`config.mk`:
```
export PLATFORM = sky130hd
export DESIGN_NAME = ltc_read_latency_cal
export DESIGN_NICKNAME = d
export VERILOG_FILES = /design/src/rtl/ltc_pkg.sv /design/src/rtl/ltc_tap_line.sv /design/src/rtl/ltc_path_judge.sv /design/src/rtl/ltc_seq.sv /design/src/rtl/ltc_read_latency_cal.sv
export SDC_FILE = /design/constraint.sdc
export NUM_CORES = 1
export LEC_CHECK = 0
export ABC_AREA = 1
export CAP_MARGIN = 25
export CORE_ASPECT_RATIO = 1.4
export CORE_UTILIZATION = 41
export DETAILED_ROUTE_END_ITERATION = 16
export DONT_BUFFER_PORTS = 1
export GPL_ROUTABILITY_DRIVEN = 0
export PLACE_DENSITY = 0.6
export SLEW_MARGIN = 10
export SYNTH_ARGS = -nofsm -noshare
export SYNTH_HDL_FRONTEND = slang
export SYNTH_HIERARCHICAL = 1
export SYNTH_SLANG_ARGS = --single-unit
```
`constraint.sdc`:
```
create_clock -name clk -period 2.2 [get_ports clk]
set_input_delay 0.44 -clock clk [delete_from_list [all_inputs] [get_ports clk]]
set_output_delay 0.44 -clock clk [all_outputs]
set_load 0.02 [all_outputs]
```
`src/rtl/ltc_pkg.sv`:
```
package ltc_pkg;
    localparam int WORD_W  = 32;
    localparam int PAT_LEN = 4;
    localparam int IDX_W   = $clog2(PAT_LEN);
    localparam int CNT_W   = $clog2(PAT_LEN + 1);

    typedef enum logic [2:0] {
        ST_IDLE,
        ST_WRITE,
        ST_READ,
        ST_DRAIN,
        ST_DONE
    } cal_state_e;

    typedef struct packed {
        logic              write;
        logic [IDX_W-1:0]  idx;
        logic [WORD_W-1:0] wdata;
    } cal_cmd_t;

    // Training sequence; order matters for the in-order comparison.
    function automatic logic [WORD_W-1:0] train_word(input logic [IDX_W-1:0] i);
        case (i)
            2'd0:    train_word = 32'hFFFF_0000;
            2'd1:    train_word = 32'hAAAA_5555;
            2'd2:    train_word = 32'h5555_AAAA;
            default: train_word = 32'h9999_6666;
        endcase
    endfunction
endpackage

```
`src/rtl/ltc_tap_line.sv`:
```
module ltc_tap_line #(
    parameter int NUM_LAT = 8
) (
    input  logic               clk,
    input  logic               rst,
    input  logic               pulse,
    output logic [NUM_LAT-1:0] taps
);
    logic [NUM_LAT-2:0] hist;

    always_ff @(posedge clk) begin
        if (rst) hist <= '0;
        else     hist <= {hist[NUM_LAT-3:0], pulse};
    end

    assign taps[0] = pulse;
    for (genvar k = 1; k < NUM_LAT; k++) begin : g_tap
        assign taps[k] = hist[k-1];
    end
endmodule

```
`src/rtl/ltc_path_judge.sv`:
```
module ltc_path_judge
    import ltc_pkg::*;
(
    input  logic              clk,
    input  logic              rst,
    input  logic              clear,
    input  logic              strobe,
    input  logic [WORD_W-1:0] data,
    output logic              pass
);
    logic [CNT_W-1:0] seen;
    logic             good;

    always_ff @(posedge clk) begin
        if (rst || clear) begin
            seen <= '0;
            good <= 1'b1;
        end else if (strobe) begin
            if (seen < CNT_W'(PAT_LEN)) begin
                good <= good && (data == train_word(seen[IDX_W-1:0]));
                seen <= seen + 1'b1;
            end else begin
                good <= 1'b0;   // surplus strobe: sequence misaligned
            end
        end
    end

    assign pass = good && (seen == CNT_W'(PAT_LEN));
endmodule

```
`src/rtl/ltc_seq.sv`:
```
module ltc_seq
    import ltc_pkg::*;
#(
    parameter int NUM_LAT = 8,
    parameter int LAT_W   = $clog2(NUM_LAT)
) (
    input  logic             clk,
    input  logic             rst,
    input  logic             start,
    input  logic             cmd_ready,
    input  logic             rd_issued,
    input  logic             pass_rise,
    input  logic             pass_fall,
    input  logic             force_rise_en,
    input  logic             force_fall_en,
    output logic             cmd_valid,
    output cal_cmd_t         cmd,
    output logic [LAT_W-1:0] cand,
    output logic             trial_clr,
    output logic             cal_done,
    output logic             cal_fail,
    output logic [LAT_W-1:0] lat_rise,
    output logic [LAT_W-1:0] lat_fall
);
    localparam logic [IDX_W-1:0] LAST_IDX = IDX_W'(PAT_LEN - 1);
    localparam logic [LAT_W-1:0] LAST_LAT = LAT_W'(NUM_LAT - 1);

    cal_state_e       state;
    logic [IDX_W-1:0] idx;
    logic [CNT_W-1:0] issued, returned;
    logic [LAT_W-1:0] drain;
    logic             found_r, found_f;
    logic             accept, decide, finish, rise_ok, fall_ok;

    assign cmd_valid = (state == ST_WRITE) ||
                       (state == ST_READ && issued < CNT_W'(PAT_LEN));
    assign cmd.write = (state == ST_WRITE);
    assign cmd.idx   = idx;
    assign cmd.wdata = (state == ST_WRITE) ? train_word(idx) : '0;
    assign accept    = cmd_valid && cmd_ready;

    assign decide  = (state == ST_DRAIN) && (drain == LAST_LAT);
    assign rise_ok = found_r || pass_rise || force_rise_en;
    assign fall_ok = found_f || pass_fall || force_fall_en;
    assign finish  = decide && ((rise_ok && fall_ok) || cand == LAST_LAT);
    assign trial_clr = (state == ST_WRITE && accept && idx == LAST_IDX) ||
                       (decide && !finish);
    assign cal_done  = (state == ST_DONE);

    always_ff @(posedge clk) begin
        if (rst) begin
            state    <= ST_IDLE;
            idx      <= '0;
            issued   <= '0;
            returned <= '0;
            drain    <= '0;
            cand     <= '0;
            found_r  <= 1'b0;
            found_f  <= 1'b0;
            lat_rise <= '0;
            lat_fall <= '0;
            cal_fail <= 1'b0;
        end else begin
            case (state)
                ST_IDLE, ST_DONE: begin
                    if (start) begin
                        state    <= ST_WRITE;
                        idx      <= '0;
                        cand     <= '0;
                        found_r  <= 1'b0;
                        found_f  <= 1'b0;
                        lat_rise <= '0;
                        lat_fall <= '0;
                        cal_fail <= 1'b0;
                    end
                end
                ST_WRITE: begin
                    if (accept) begin
                        idx <= (idx == LAST_IDX) ? '0 : idx + 1'b1;
                        if (idx == LAST_IDX) begin
                            state    <= ST_READ;
                            issued   <= '0;
                            returned <= '0;
                        end
                    end
                end
                ST_READ: begin
                    if (accept) begin
                        issued <= issued + 1'b1;
                        idx    <= (idx == LAST_IDX) ? '0 : idx + 1'b1;
                    end
                    if (rd_issued) begin
                        if (returned == CNT_W'(PAT_LEN - 1)) begin
                            state <= ST_DRAIN;
                            drain <= '0;
                        end else begin
                            returned <= returned + 1'b1;
                        end
                    end
                end
                ST_DRAIN: begin
                    drain <= drain + 1'b1;
                    if (decide) begin
                        if (pass_rise && !found_r) begin
                            found_r  <= 1'b1;
                            lat_rise <= cand;
                        end
                        if (pass_fall && !found_f) begin
                            found_f  <= 1'b1;
                            lat_fall <= cand;
                        end
                        if (finish) begin
                            state    <= ST_DONE;
                            cal_fail <= !(rise_ok && fall_ok);
                        end else begin
                            cand     <= cand + 1'b1;
                            state    <= ST_READ;
                            issued   <= '0;
                            returned <= '0;
                            idx      <= '0;
                        end
                    end
                end
                default: state <= ST_IDLE;
            endcase
        end
    end
endmodule

```
`src/rtl/ltc_read_latency_cal.sv`:
```
module ltc_read_latency_cal
    import ltc_pkg::*;
#(
    parameter int NUM_LAT = 8,
    parameter int LAT_W   = $clog2(NUM_LAT)
) (
    input  logic              clk,
    input  logic              rst,
    input  logic              cal_start,
    input  logic              force_rise_en,
    input  logic [LAT_W-1:0]  force_rise_lat,
    input  logic              force_fall_en,
    input  logic [LAT_W-1:0]  force_fall_lat,
    input  logic              cmd_ready,
    output logic              cmd_valid,
    output logic              cmd_write,
    output logic [IDX_W-1:0]  cmd_idx,
    output logic [WORD_W-1:0] cmd_wdata,
    input  logic              rd_issued,
    input  logic [WORD_W-1:0] rise_data,
    input  logic [WORD_W-1:0] fall_data,
    output logic              cal_done,
    output logic              cal_fail,
    output logic [LAT_W-1:0]  rise_lat,
    output logic [LAT_W-1:0]  fall_lat,
    output logic              rise_fifo_we,
    output logic              fall_fifo_we
);
    logic [NUM_LAT-1:0] taps;
    logic [LAT_W-1:0]   cand, cal_rise, cal_fall;
    logic               trial_clr, pass_rise, pass_fall, cand_strobe;
    cal_cmd_t           cmd;

    ltc_tap_line #(.NUM_LAT(NUM_LAT)) u_taps (
        .clk(clk), .rst(rst), .pulse(rd_issued), .taps(taps)
    );

    assign cand_strobe = taps[cand] && !cal_done;

    ltc_path_judge u_judge_rise (
        .clk(clk), .rst(rst), .clear(trial_clr),
        .strobe(cand_strobe), .data(rise_data), .pass(pass_rise)
    );

    ltc_path_judge u_judge_fall (
        .clk(clk), .rst(rst), .clear(trial_clr),
        .strobe(cand_strobe), .data(fall_data), .pass(pass_fall)
    );

    ltc_seq #(.NUM_LAT(NUM_LAT), .LAT_W(LAT_W)) u_seq (
        .clk(clk), .rst(rst), .start(cal_start), .cmd_ready(cmd_ready),
        .rd_issued(rd_issued), .pass_rise(pass_rise), .pass_fall(pass_fall),
        .force_rise_en(force_rise_en), .force_fall_en(force_fall_en),
        .cmd_valid(cmd_valid), .cmd(cmd), .cand(cand), .trial_clr(trial_clr),
        .cal_done(cal_done), .cal_fail(cal_fail),
        .lat_rise(cal_rise), .lat_fall(cal_fall)
    );

    assign cmd_write = cmd.write;
    assign cmd_idx   = cmd.idx;
    assign cmd_wdata = cmd.wdata;

    assign rise_lat     = force_rise_en ? force_rise_lat : cal_rise;
    assign fall_lat     = force_fall_en ? force_fall_lat : cal_fall;
    assign rise_fifo_we = cal_done && taps[rise_lat];
    assign fall_fifo_we = cal_done && taps[fall_lat];
endmodule

```
==> results of run 1 <==
per-layer routing:
| layer | vias to the layer above | GRT usage | routed length, um |
|---|---|---|---|
| li1 | 1970 | - | - |
| met5 | - | 0 | 0 |
| met4 | 0 | 0.0540 | 152 |
| met3 | 13 | 0.0379 | 435 |
| met1 | 1639 | 0.180 | 3510 |
| met2 | 81 | 0.352 | 4520 |
critical path, delay by kind of cell (launching register included):
family,cells,cell delay [ps]
buffers and inverters,2,260
flip-flops,1,360
AND/OR/NAND/NOR,3,710
cells by family after synthesis:
kind of cell | Yosys count
XOR/XNOR | 1
buffers and inverters | 155
adder cells (fa/ha/maj) | 27
AO/OA/AOI/OAI | 74
AND/OR/NAND/NOR | 363
flip-flops | 41
stage by stage:
stage	power [mW]	hold slack (ps)	util	setup slack, ps	area, sq um
2_1_floorplan	2.93	403	-	18.2	3870
3_5_place_dp	3.11	420	0.426	105	3870
6_report	4.06	225	0.450	140	4090
5_1_grt	4.44	211	0.450	29.6	4090
4_1_cts	4.06	216	0.447	43.4	4060
3_3_place_gp	3.07	410	0.426	245	3870
registers in the layout, indices dropped and copies added, names as in the netlist:
register	flops
u_taps/hist	7
u_seq/found_r	1
u_seq/cal_fail	1
u_seq/lat_fall	3
u_seq/idx	2
u_seq/issued	3
u_judge_fall/seen	3
u_seq/lat_rise	3
u_seq/cand	3
u_seq/state	3
u_seq/found_f	1
u_seq/drain	3
u_judge_rise/seen	3
u_judge_fall/good	1
u_seq/returned	3
u_judge_rise/good	1
cell type report:
type                       count  area, sq um  share of cell area
tap                          107          134              0.0328
clock inverter                 3         65.1              0.0159
sequential                    41          825               0.202
clock buffer                   5          125              0.0306
inverter                     121          454               0.111
timing repair buffer          14          113              0.0275
multi-input combinational    465         2370               0.580
power breakdown:
group          leakage, nW  switching [mW]  internal [mW]  total (mW)
Sequential           0.336           0.139          0.889        1.03
Clock               0.0938           0.288          0.647       0.935
Combinational         1.74            1.46          0.638        2.10
timing repair:
| action | CTS | global route |
|---|---|---|
| pin swaps | 0 | 1 |
| resized for setup | 1 | 11 |
| setup endpoints to repair | 2 | 18 |
| cloned | 0 | 0 |
layout by cell type (no fill, tap or decap), types with 7 or more instances in the layout:
cell	synthesis	final
sky130_fd_sc_hd__a21oi_1	28	25
sky130_fd_sc_hd__buf_4	27	13
sky130_fd_sc_hd__dfxtp_1	41	38
sky130_fd_sc_hd__ha_1	27	26
sky130_fd_sc_hd__inv_1	101	101
sky130_fd_sc_hd__inv_2	20	20
sky130_fd_sc_hd__nand2_1	178	177
sky130_fd_sc_hd__nand2_2	7	8
sky130_fd_sc_hd__nand3_1	46	45
sky130_fd_sc_hd__nor2_1	99	94
sky130_fd_sc_hd__nor2_2	8	12
sky130_fd_sc_hd__o21ai_0	27	27
sky130_fd_sc_hd__or2_2	7	7
worst min-delay path by stage:
stage / from / to / slack, ps / depth (start not counted)
3_5_place_dp: u_taps/hist[0] / u_taps/hist[1] / 420 / 2
5_1_grt: rst / u_seq/cand[2] / 210 / 1
6_report: rst / u_taps/hist[2] / 220 / 1
2_1_floorplan: u_taps/hist[0] / u_taps/hist[1] / 400 / 2
3_3_place_gp: u_taps/hist[0] / u_taps/hist[1] / 410 / 2
4_1_cts: rst / u_seq/cal_fail / 220 / 1
==> key figures, run 1 <==
Die
  – Top Ports: ~120
  – Effective utilization at floorplan: 0.426
  – Placement row count: 41
  – Area enclosed by the die boundary: 9840 sq um
  – Die extent in x: between 80 and 90 um
  – Die height: ~120 um
  – Placeable core region: 9080 sq um

Synthesis
  – Count of distinct cell types in the synthesized netlist: 32
  – Post-synthesis share of cell area spent on xor and xnor gates: 0.00226
  – Netlist Area Pre-Place: 3870 sq um
  – Synthesis warning total: 6
  – Most frequently used flop master after synthesis: sky130_fd_sc_hd__dfxtp_1
  – Fraction of synthesized area in multiplexers: 0
  – Proportion of register bits with asynchronous set or reset after synthesis: 0
  – Syn_area_per_cell: ~6 sq um
  – Synth top area cells: sky130_fd_sc_hd__dfxtp_1 (21%), sky130_fd_sc_hd__nand2_1 (17%), sky130_fd_sc_hd__inv_1 (9.8%)
  – Post-synth top area share: 0.212
  – Synthesized instance count: 661
  – Adder-cell area share of the yosys netlist: 0.0873
  – Number of enable-type register cells in the synthesized netlist: 0
  – Most frequent cell after synthesis: sky130_fd_sc_hd__nand2_1
  – Simple-Gate Fraction of Synth Area: 0.403
  – Post-synthesis register bit count: around 40
  – Yosys top cell by area: sky130_fd_sc_hd__dfxtp_1
  – Compound-gate portion of the synthesized area: 0.110
  – Syn nets: 765
  – Ranking of synthesized cells by instance count: sky130_fd_sc_hd__nand2_1 (178), sky130_fd_sc_hd__inv_1 (101), sky130_fd_sc_hd__nor2_1 (99)
  – Seq/Total Area, Yosys: 0.212
  – Main combinational cell family by area after synthesis: simple AND/OR/NAND/NOR gates

Place
  – Post-Place Cells: 748
  – Port Buffer Count: 0
  – DP HPWL: 7000 um

Setup path
  – Cell type of the slowest stage on the worst timing path: sky130_fd_sc_hd__dfxtp_1
  – Startpoint Class: flop
  – WP data required: 1760 ps
  – Capture point of the critical path: cmd_valid
  – Ordered list of cells on the worst path: inv_2 -> nand3_2 -> nand2_1 -> inv_1 -> nor2_2
  – R2R setup slack: 300 ps
  – Critical path origin: u_seq/state[2]
  – Data arrival time at the worst-slack endpoint: between 1500 and 2000 ps
  – R2r startpoint: u_judge_fall/seen[0]
  – Worst r2r path cells: 12
  – Kind of end point of the critical path: output port
  – Largest stage delay on the critical path: 360 ps
  – Critical R2R Capture: u_judge_fall/seen[0]
  – Critical path class: reg2out
  – Peak fanout along the critical path: 12

Detailed routing
  – DR DRC count: 27
  – First-pass iteration count of the detailed router: 10
  – Number of design-rule violations left by the first detailed-router iteration: 153
  – Vias per std cell: slightly below 5
  – Antenna viol nets, final: 0
  – Via count: approximately 3700
  – Total wirelength of the detailed-routed design: 8620 um
  – Post-detailed-route wirelength per cell: 11.4 um

Timing
  – Final setup violation count: 0
  – Summed negative setup slack over all endpoints: 0 ps
  – Final hold violations: 0
  – Setup repair after global routing missed its margin: false
  – Final period util: 0.937
  – Upper clock frequency limit: 485 MHz
  – Max-slew violation count: 0
  – Worst Tran Pin Value: 460 ps
  – Worst-case headroom to the max-slew limit: 0.693
  – Worst Clk Skew: between 4 and 5 ps
  – Time the final worst path needs with I/O delays and setup: about 2100 ps

Global route
  – First-pass GRT wire length: 14100 um
  – Largest net degree at the start of global routing: 24
  – Via count of the first global-routing pass: 3260
  – Combined global-route utilization of all metal layers: 0.175
  – Total gr overflow: 0
  – Antenna violations before repair: 0

Final layout
  – Layout cell share with drive strength beyond 1: 0.145
  – Filler instances: between 900 and 1000
  – Number of inserted diodes: 0
  – Post-layout nets: 752
  – Area Growth Syn to Fin: 5.63%
  – Number of standard cells in the final layout excluding fillers: 756

Flow run
  – Maxcap violations: 0

Clocking
  – Post CTS Setup Buffer Count: 0
  – TritonCTS clock tree: done
  – Clock buffer count from CTS: 5
  – Clock latency reported for the late side of the worst-skew pair: 280 ps
  – Number of clock sinks seen by CTS: 41
  – Number of levels the H-tree was split into: 2
  – Clock-pin slew of the registers on the worst-case setup and hold paths: around 60 ps
  – CTS Hold Bufs: 0
  – CTS Root Cell: sky130_fd_sc_hd__clkbuf_16
  – Buffer depth of the longest clock path: 2

Pwr
  – Power Density: 993 nW/um^2
  – Leakage power of the design: 2.17 nW
  – Largest vdd supply drop: 0.000636 V

Run status
  – Run status: complete, but fails checks
  – Failing checks: DRC

Min path
  – Worst min-delay path class: in2reg
(Power assumes the default switching activity.)
==> run 2, diff against run 1 <==
--- a/config.mk
+++ b/config.mk
@@ -5,14 +5,14 @@
 export SDC_FILE = /design/constraint.sdc
 export NUM_CORES = 1
 export LEC_CHECK = 0
-export ABC_AREA = 1
 export CAP_MARGIN = 25
 export CORE_ASPECT_RATIO = 1.4
-export CORE_UTILIZATION = 41
+export CORE_UTILIZATION = 45
 export DETAILED_ROUTE_END_ITERATION = 16
 export DONT_BUFFER_PORTS = 1
 export GPL_ROUTABILITY_DRIVEN = 0
-export PLACE_DENSITY = 0.6
+export PLACE_DENSITY = 0.65
+export SETUP_SLACK_MARGIN = 0.3
 export SLEW_MARGIN = 10
 export SYNTH_ARGS = -nofsm -noshare
 export SYNTH_HDL_FRONTEND = slang
==> run 2 against run 1 <==
Net effect:
- sequential cell count is the same
- combinational power shrank 28%
- clock power down 49%
- via count shrank 26%
- the run now ends clean
- sequential power decreased by 13%
- clock-buffer cell count is 1 higher
- synthesized area decreased by 18%
- global-route usage up 1.7 points
- maximum frequency down 1.1%
- die area down 25%
- power is 29% lower
==> key figures, run 2 <==
Run status
  – Run status: completed

Setup path
  – Worst r2r path cells: 8 (-4)
  – Critical path origin: u_judge_fall/seen[0]
  – Ordered list of cells on the worst path: clkinvlp_4 -> ha_4 -> and3_4 -> nor3_4 -> o21bai_2 -> and2_4 -> or4b_1 -> a21oi_1
  – Largest stage delay on the critical path: 510 ps (+150 ps)
  – Peak fanout along the critical path: 7 (-5)
  – R2R setup slack: 120 ps (-180 ps)
  – Kind of end point of the critical path: flop
  – Startpoint Class: flop
  – R2r startpoint: u_judge_fall/seen[0]
  – Critical R2R Capture: u_seq/idx[1]
  – Critical path class: reg2reg
  – Data arrival time at the worst-slack endpoint: 2310 ps (+690 ps)
  – WP data required: 2430 ps (+670 ps)
  – Cell type of the slowest stage on the worst timing path: sky130_fd_sc_hd__or4b_1

Global route
  – Via count of the first global-routing pass: 2494 (-23%)
  – Antenna violations before repair: 0 (unchanged)
  – First-pass GRT wire length: 11200 um (-20%)
  – Largest net degree at the start of global routing: 43 (+79%)
  – Combined global-route utilization of all metal layers: 0.192 (+0.0167)
  – Total gr overflow: 0 (unchanged)

Synthesis
  – Most frequent cell after synthesis: sky130_fd_sc_hd__dfxtp_1
  – Netlist Area Pre-Place: 3170 sq um (-18%)
  – Syn_area_per_cell: 8.68 sq um (+48%)
  – Yosys top cell by area: sky130_fd_sc_hd__dfxtp_1
  – Synthesized instance count: 365 (-45%)
  – Post-synth top area share: 0.259 (+0.0470)
  – Synth top area cells: sky130_fd_sc_hd__dfxtp_1 (26%), sky130_fd_sc_hd__ha_1 (11%), sky130_fd_sc_hd__mux2i_1 (6.3%)
  – Most frequently used flop master after synthesis: sky130_fd_sc_hd__dfxtp_1
  – Post-synthesis register bit count: 41 (unchanged)
  – Count of distinct cell types in the synthesized netlist: 52 (+63%)
  – Synthesis warning total: 6 (unchanged)
  – Seq/Total Area, Yosys: 0.259 (+0.0470)
  – Syn nets: 469 (-39%)
  – Ranking of synthesized cells by instance count: sky130_fd_sc_hd__dfxtp_1 (41), sky130_fd_sc_hd__nor2_1 (38), sky130_fd_sc_hd__ha_1 (27)
  – Number of enable-type register cells in the synthesized netlist: 0 (unchanged)
  – Proportion of register bits with asynchronous set or reset after synthesis: 0 (unchanged)

Place
  – DP HPWL: 5330 um (-24%)
  – Cell Area, Placed: 3320 sq um (-14%)
  – Post-Place Cells: 442 (-41%)
  – Port Buffer Count: 0 (unchanged)

Timing
  – Time the final worst path needs with I/O delays and setup: 2080 ps (+22.2 ps)
  – Final setup violation count: 0 (unchanged)
  – Setup repair after global routing missed its margin: true
  – Max-slew violation count: 0 (unchanged)
  – Summed negative setup slack over all endpoints: 0 ps (unchanged)
  – Final hold violations: 0 (unchanged)
  – Worst Clk Skew: 5.81 ps (+1.38 ps)
  – Final period util: 0.947 (+0.0101)
  – Worst-case headroom to the max-slew limit: 0.677 (-0.0160)
  – Upper clock frequency limit: 480 MHz (-1.1%)
  – Worst Tran Pin Value: 481 ps (+20.9 ps)

Die
  – Effective utilization at floorplan: 0.473 (+0.0466)
  – Placement row count: 35 (-15%)
  – Top Ports: 123 (unchanged)
  – Area enclosed by the die boundary: 7380 sq um (-25%)
  – Die extent in x: 72.9 um (-13%)
  – Placeable core region: 6700 sq um (-26%)
  – Die height: 101 um (-13%)

Detailed routing
  – Vias per std cell: 5.83 (+19%)
  – Post-detailed-route wirelength per cell: 15.7 um (+37%)
  – DR DRC count: 0 (-100%)
  – Total wirelength of the detailed-routed design: 7360 um (-15%)
  – Number of design-rule violations left by the first detailed-router iteration: 62 (-59%)
  – First-pass iteration count of the detailed router: 4 (-6)
  – Via count: 2739 (-26%)
  – Antenna viol nets, final: 0 (unchanged)

Pwr
  – Leakage power of the design: 1.43 nW (-34%)
  – Power Density: 747 nW/um^2 (-25%)
  – Largest vdd supply drop: 0.000412 V (-35%)
  – Final Power: 2.89 mW (-29%)

Clocking
  – Buffer depth of the longest clock path: 2 (unchanged)
  – CTS Root Cell: sky130_fd_sc_hd__clkbuf_8
  – Clock-pin slew of the registers on the worst-case setup and hold paths: 80 ps (+20 ps)
  – CTS Hold Bufs: 0 (unchanged)
  – TritonCTS clock tree: done
  – Number of levels the H-tree was split into: 2 (unchanged)
  – Clock latency reported for the late side of the worst-skew pair: 300 ps (+20 ps)
  – Number of clock sinks seen by CTS: 41 (unchanged)
  – Clock buffer count from CTS: 5 (unchanged)

Final layout
  – Max reg flops: 7 (unchanged)
  – Most used cells in the layout excluding fill and tap cells: sky130_fd_sc_hd__nor2_1 (32), sky130_fd_sc_hd__dfxtp_1 (29), sky130_fd_sc_hd__buf_4 (27)
  – Biggest register: u_taps/hist
  – Layout cell share with drive strength beyond 1: 0.325 (+0.181)
  – Number of standard cells in the final layout excluding fillers: 470 (-38%)
  – Most common cell after layout, fill and taps aside: sky130_fd_sc_hd__nor2_1
  – Post-layout nets: 481 (-36%)
  – Filler instances: 589 (-40%)
  – Layout Cell Area excl Fill: 3860 sq um (-5.4%)
  – Area Growth Syn to Fin: 22.0%
  – Number of inserted diodes: 0 (unchanged)

Min path
  – Number of instances on the worst hold path: 1 (unchanged)
  – Hold Crit Start: rst
  – Worst Hold End: u_seq/state[0]
  – Worst min-delay path class: in2reg

Flow run
  – Maxcap violations: 0 (unchanged)
==> run 2: worst max-delay path by stage <==
stage | endpoint | cells past startpoint
final | u_seq/idx[1] | 8
after global routing | u_seq/idx[1] | 8
after CTS | rise_fifo_we | 4
after detailed placement | u_judge_rise/good | 9
after global placement | u_judge_fall/good | 9
after floorplan | cmd_wdata[21] | 5
==> run 2: through the flow <==
stage,util,setup slack [ps],hold slack [ps]
2_1_floorplan,-,257,454
3_3_place_gp,0.496,129,464
3_5_place_dp,0.496,93.5,484
4_1_cts,0.523,104,193
5_1_grt,0.577,3.62,186
6_report,0.577,117,200
==> run 2: final cells by class <==
cell class | instances | area [sq um] | share of cell area
Clock inverter | 2 | 10.0 | 0.00259
Tap cell | 92 | 115 | 0.0298
Inverter | 18 | 83.8 | 0.0217
Multi-Input combinational cell | 273 | 2350 | 0.608
Clock buffer | 6 | 72.6 | 0.0188
Sequential cell | 41 | 856 | 0.221
Timing Repair Buffer | 38 | 377 | 0.0974
==> run 2: repair_timing <==
action / in CTS / in global routing
pin swaps: 4 / 17
setup buffers: 2 / 18
setup endpoints to repair: 49 / 52
resized for setup: 26 / 53
cloned: 0 / 0
==> run 2: metal layers <==
metal	part of all wire	wire length, um	global-route usage
met2	0.53	3910	0.338
met4	0.010	76	0.0573
met5	0	0	0
met1	0.42	3070	0.232
met3	0.041	304	0.0398
==> run 2: logic make-up after synthesis <==
| group | after synthesis | share of synthesized area |
|---|---|---|
| xor gates and xnor gates | 2 | 0.00553 |
| adders and majority gates | 27 | 0.107 |
| AOI/OAI and AO/OA | 78 | 0.167 |
| buffers and inverters | 51 | 0.0956 |
| muxes | 28 | 0.118 |
| DFF | 41 | 0.259 |
| and+or+nand+nor | 138 | 0.248 |
==> run 2: worst max-delay path: cells and delay by family, from the launching register on <==
| family | cells | cell delay [ps] |
|---|---|---|
| simple gates | 4 | 1050 |
| flops | 1 | 360 |
| compound gates | 2 | 280 |
| fa+ha+maj | 1 | 190 |
| buf+inv | 1 | 130 |
==> run 2: report_power, final <==
group | switching, mW | internal [mW]
clock network | 0.259 | 0.220
registers | 0.0848 | 0.811
logic | 0.873 | 0.639
==> run 3, diff against run 2 <==
--- a/config.mk
+++ b/config.mk
@@ -11,7 +11,6 @@
 export DETAILED_ROUTE_END_ITERATION = 16
 export DONT_BUFFER_PORTS = 1
 export GPL_ROUTABILITY_DRIVEN = 0
-export PLACE_DENSITY = 0.65
 export SETUP_SLACK_MARGIN = 0.3
 export SLEW_MARGIN = 10
 export SYNTH_ARGS = -nofsm -noshare
==> run 3 against run 2 <==
Net effect:
- routed wire length rose by 10%
- maximum frequency fell by 0.50%
- cell count rose by 2.3%
- non-clock buffer count rose by 10
- design area rose by 3.9%
- clock skew rose by 5.1 ps
- clock power rose by 9.6%
- die area did not move
- critical path depth fell by 4
- core utilization rose by 2.3 points
- register-to-register slack improved by 130 ps
- critical endpoint is now rise_fifo_we
==> key figures, run 3 (synthesis gave the netlist of run 2 again) <==
Flow run
  – Maxcap violations: 0 (unchanged)

Setup path
  – Critical path origin: u_seq/lat_rise[0]
  – Kind of end point of the critical path: output port
  – Peak fanout along the critical path: 3 (-4)
  – Worst r2r path cells: 7 (-1)
  – Data arrival time at the worst-slack endpoint: 1650 ps (-660 ps)
  – Critical path class: reg2out
  – Startpoint Class: flop
  – WP data required: 1760 ps (-670 ps)
  – R2r startpoint: u_judge_rise/seen[0]

Timing
  – Final period util: 0.951 (+0.00471)
  – Max-slew violation count: 0 (unchanged)
  – Worst Tran Pin Value: 488 ps (+7.23 ps)
  – Worst setup margin: 107 ps (-10.4 ps)
  – Summed negative setup slack over all endpoints: 0 ps (unchanged)
  – Final setup violation count: 0 (unchanged)
  – Worst Clk Skew: 10.9 ps (+5.07 ps)
  – Time the final worst path needs with I/O delays and setup: 2090 ps (+10.4 ps)
  – Setup repair after global routing missed its margin: true
  – Worst-case headroom to the max-slew limit: 0.672 (-0.00486)
  – Final hold violations: 0 (unchanged)
  – Upper clock frequency limit: 478 MHz (-0.50%)

Detailed routing
  – Total wirelength of the detailed-routed design: 8090 um (+10%)
  – Vias per std cell: 5.89 (+1.0%)
  – Post-detailed-route wirelength per cell: 16.8 um (+7.5%)
  – DR DRC count: 0 (unchanged)
  – Number of design-rule violations left by the first detailed-router iteration: 148 (+140%)
  – Via count: 2831 (+3.4%)
  – Antenna viol nets, final: 0 (unchanged)
  – First-pass iteration count of the detailed router: 6 (+2)

Clocking
  – Number of levels the H-tree was split into: 2 (unchanged)
  – Buffer depth of the longest clock path: 2 (unchanged)
  – Number of clock sinks seen by CTS: 41 (unchanged)
  – CTS Root Cell: sky130_fd_sc_hd__clkbuf_8
  – Clock latency reported for the late side of the worst-skew pair: 300 ps (about the same)
  – TritonCTS clock tree: done
  – Clock buffer count from CTS: 5 (unchanged)
  – Clock-pin slew of the registers on the worst-case setup and hold paths: 80 ps (about the same)

Pwr
  – Leakage power of the design: 1.54 nW (+7.7%)
  – Largest vdd supply drop: 0.000396 V (-4.0%)
  – Power Density: 746 nW/um^2 (-0.14%)

Place
  – Cell Area, Placed: 3330 sq um (+0.38%)
  – Setup slack after placement: 112 ps (+18.1 ps)
  – Port Buffer Count: 0 (unchanged)
  – DP HPWL: 5690 um (+6.6%)

Die
  – Top Ports: 123 (unchanged)
  – Effective utilization at floorplan: 0.473 (unchanged)
  – Die extent in x: 72.9 um (unchanged)
  – Placement row count: 35 (unchanged)
  – Area enclosed by the die boundary: 7380 sq um (unchanged)
  – Placeable core region: 6700 sq um (unchanged)
  – Die height: 101 um (unchanged)

Global route
  – Combined global-route utilization of all metal layers: 0.207 (+0.0155)
  – Largest net degree at the start of global routing: 43 (unchanged)
  – Via count of the first global-routing pass: 2648 (+6.2%)
  – First-pass GRT wire length: 11900 um (+6.2%)
  – Total gr overflow: 0 (unchanged)
  – Antenna violations before repair: 0 (unchanged)

Final layout
  – Most used cells in the layout excluding fill and tap cells: sky130_fd_sc_hd__buf_4 (33), sky130_fd_sc_hd__nor2_1 (29), sky130_fd_sc_hd__dfxtp_1 (27)
  – Max reg flops: 7 (unchanged)
  – Area Growth Syn to Fin: 26.8%
  – Layout cell share with drive strength beyond 1: 0.362 (+0.0371)
  – Biggest register: u_taps/hist
  – Post-layout nets: 492 (+2.3%)
  – Most common cell after layout, fill and taps aside: sky130_fd_sc_hd__buf_4
  – Number of inserted diodes: 0 (unchanged)
  – Layout Cell Area excl Fill: 4020 sq um (+3.9%)

Min path
  – Number of instances on the worst hold path: 1 (unchanged)
  – Worst min-delay path class: in2reg
  – Hold Crit Start: rst

Run status
  – Run status: completed
==> run 3: worst max-delay path: stages, from the launching register on <==
cell                      delay, ps
sky130_fd_sc_hd__dfxtp_2        330
sky130_fd_sc_hd__mux2i_4        210
sky130_fd_sc_hd__mux4_2         540
sky130_fd_sc_hd__mux2i_1        180
sky130_fd_sc_hd__nor2_2         110
==> run 3: worst paths after layout <==
check	to	slack [ps]
min	u_judge_fall/seen[1]	200
max reg2reg	u_judge_rise/good	250
min reg2reg	u_seq/issued[0]	490
max	rise_fifo_we	110
==> run 3: report_power, final <==
group | total [mW] | leakage [nW] | switching [mW] | internal, mW
combinational | 1.58 | 1.15 | 0.895 | 0.680
clock | 0.525 | 0.0488 | 0.269 | 0.256
sequential | 0.895 | 0.342 | 0.0847 | 0.810
==> run 3: layer usage <==
layer	track usage	routed length (um)	up-vias
met5	0	0	-
met4	0.0905	174	0
met3	0.0498	345	15
met2	0.375	4540	67
met1	0.227	3030	1369
li1	-	-	1380
==> run 3: metrics by stage <==
stage | total power, mW | utilization | hold slack (ps) | cells
6_report | 3.00 | 0.600 | 196 | 481
4_1_cts | 2.80 | 0.544 | 194 | 463
3_3_place_gp | 2.15 | 0.497 | 469 | 442
5_1_grt | 3.17 | 0.600 | 183 | 481
3_5_place_dp | 2.15 | 0.497 | 482 | 442
2_1_floorplan | 1.96 | - | 454 | 365
==> run 3: final cells by class <==
class / instances / area (sq um)
sequential: 41 / 858
clock inverter: 1 / 6.26
inverter: 18 / 82.6
multi-input combinational: 274 / 2390
fill: 587 / 2680
timing repair buffer: 48 / 475
clock buffer: 7 / 86.3
tap: 92 / 115
==> run 3: repair_timing <==
action | 4_1_cts | 5_1_grt
cloned | 0 | 1
buffers inserted | 13 | 17
hold buffers | 0 | 0
resized for setup | 40 | 54
setup endpoints to repair | 49 | 50
pin swaps | 12 | 20
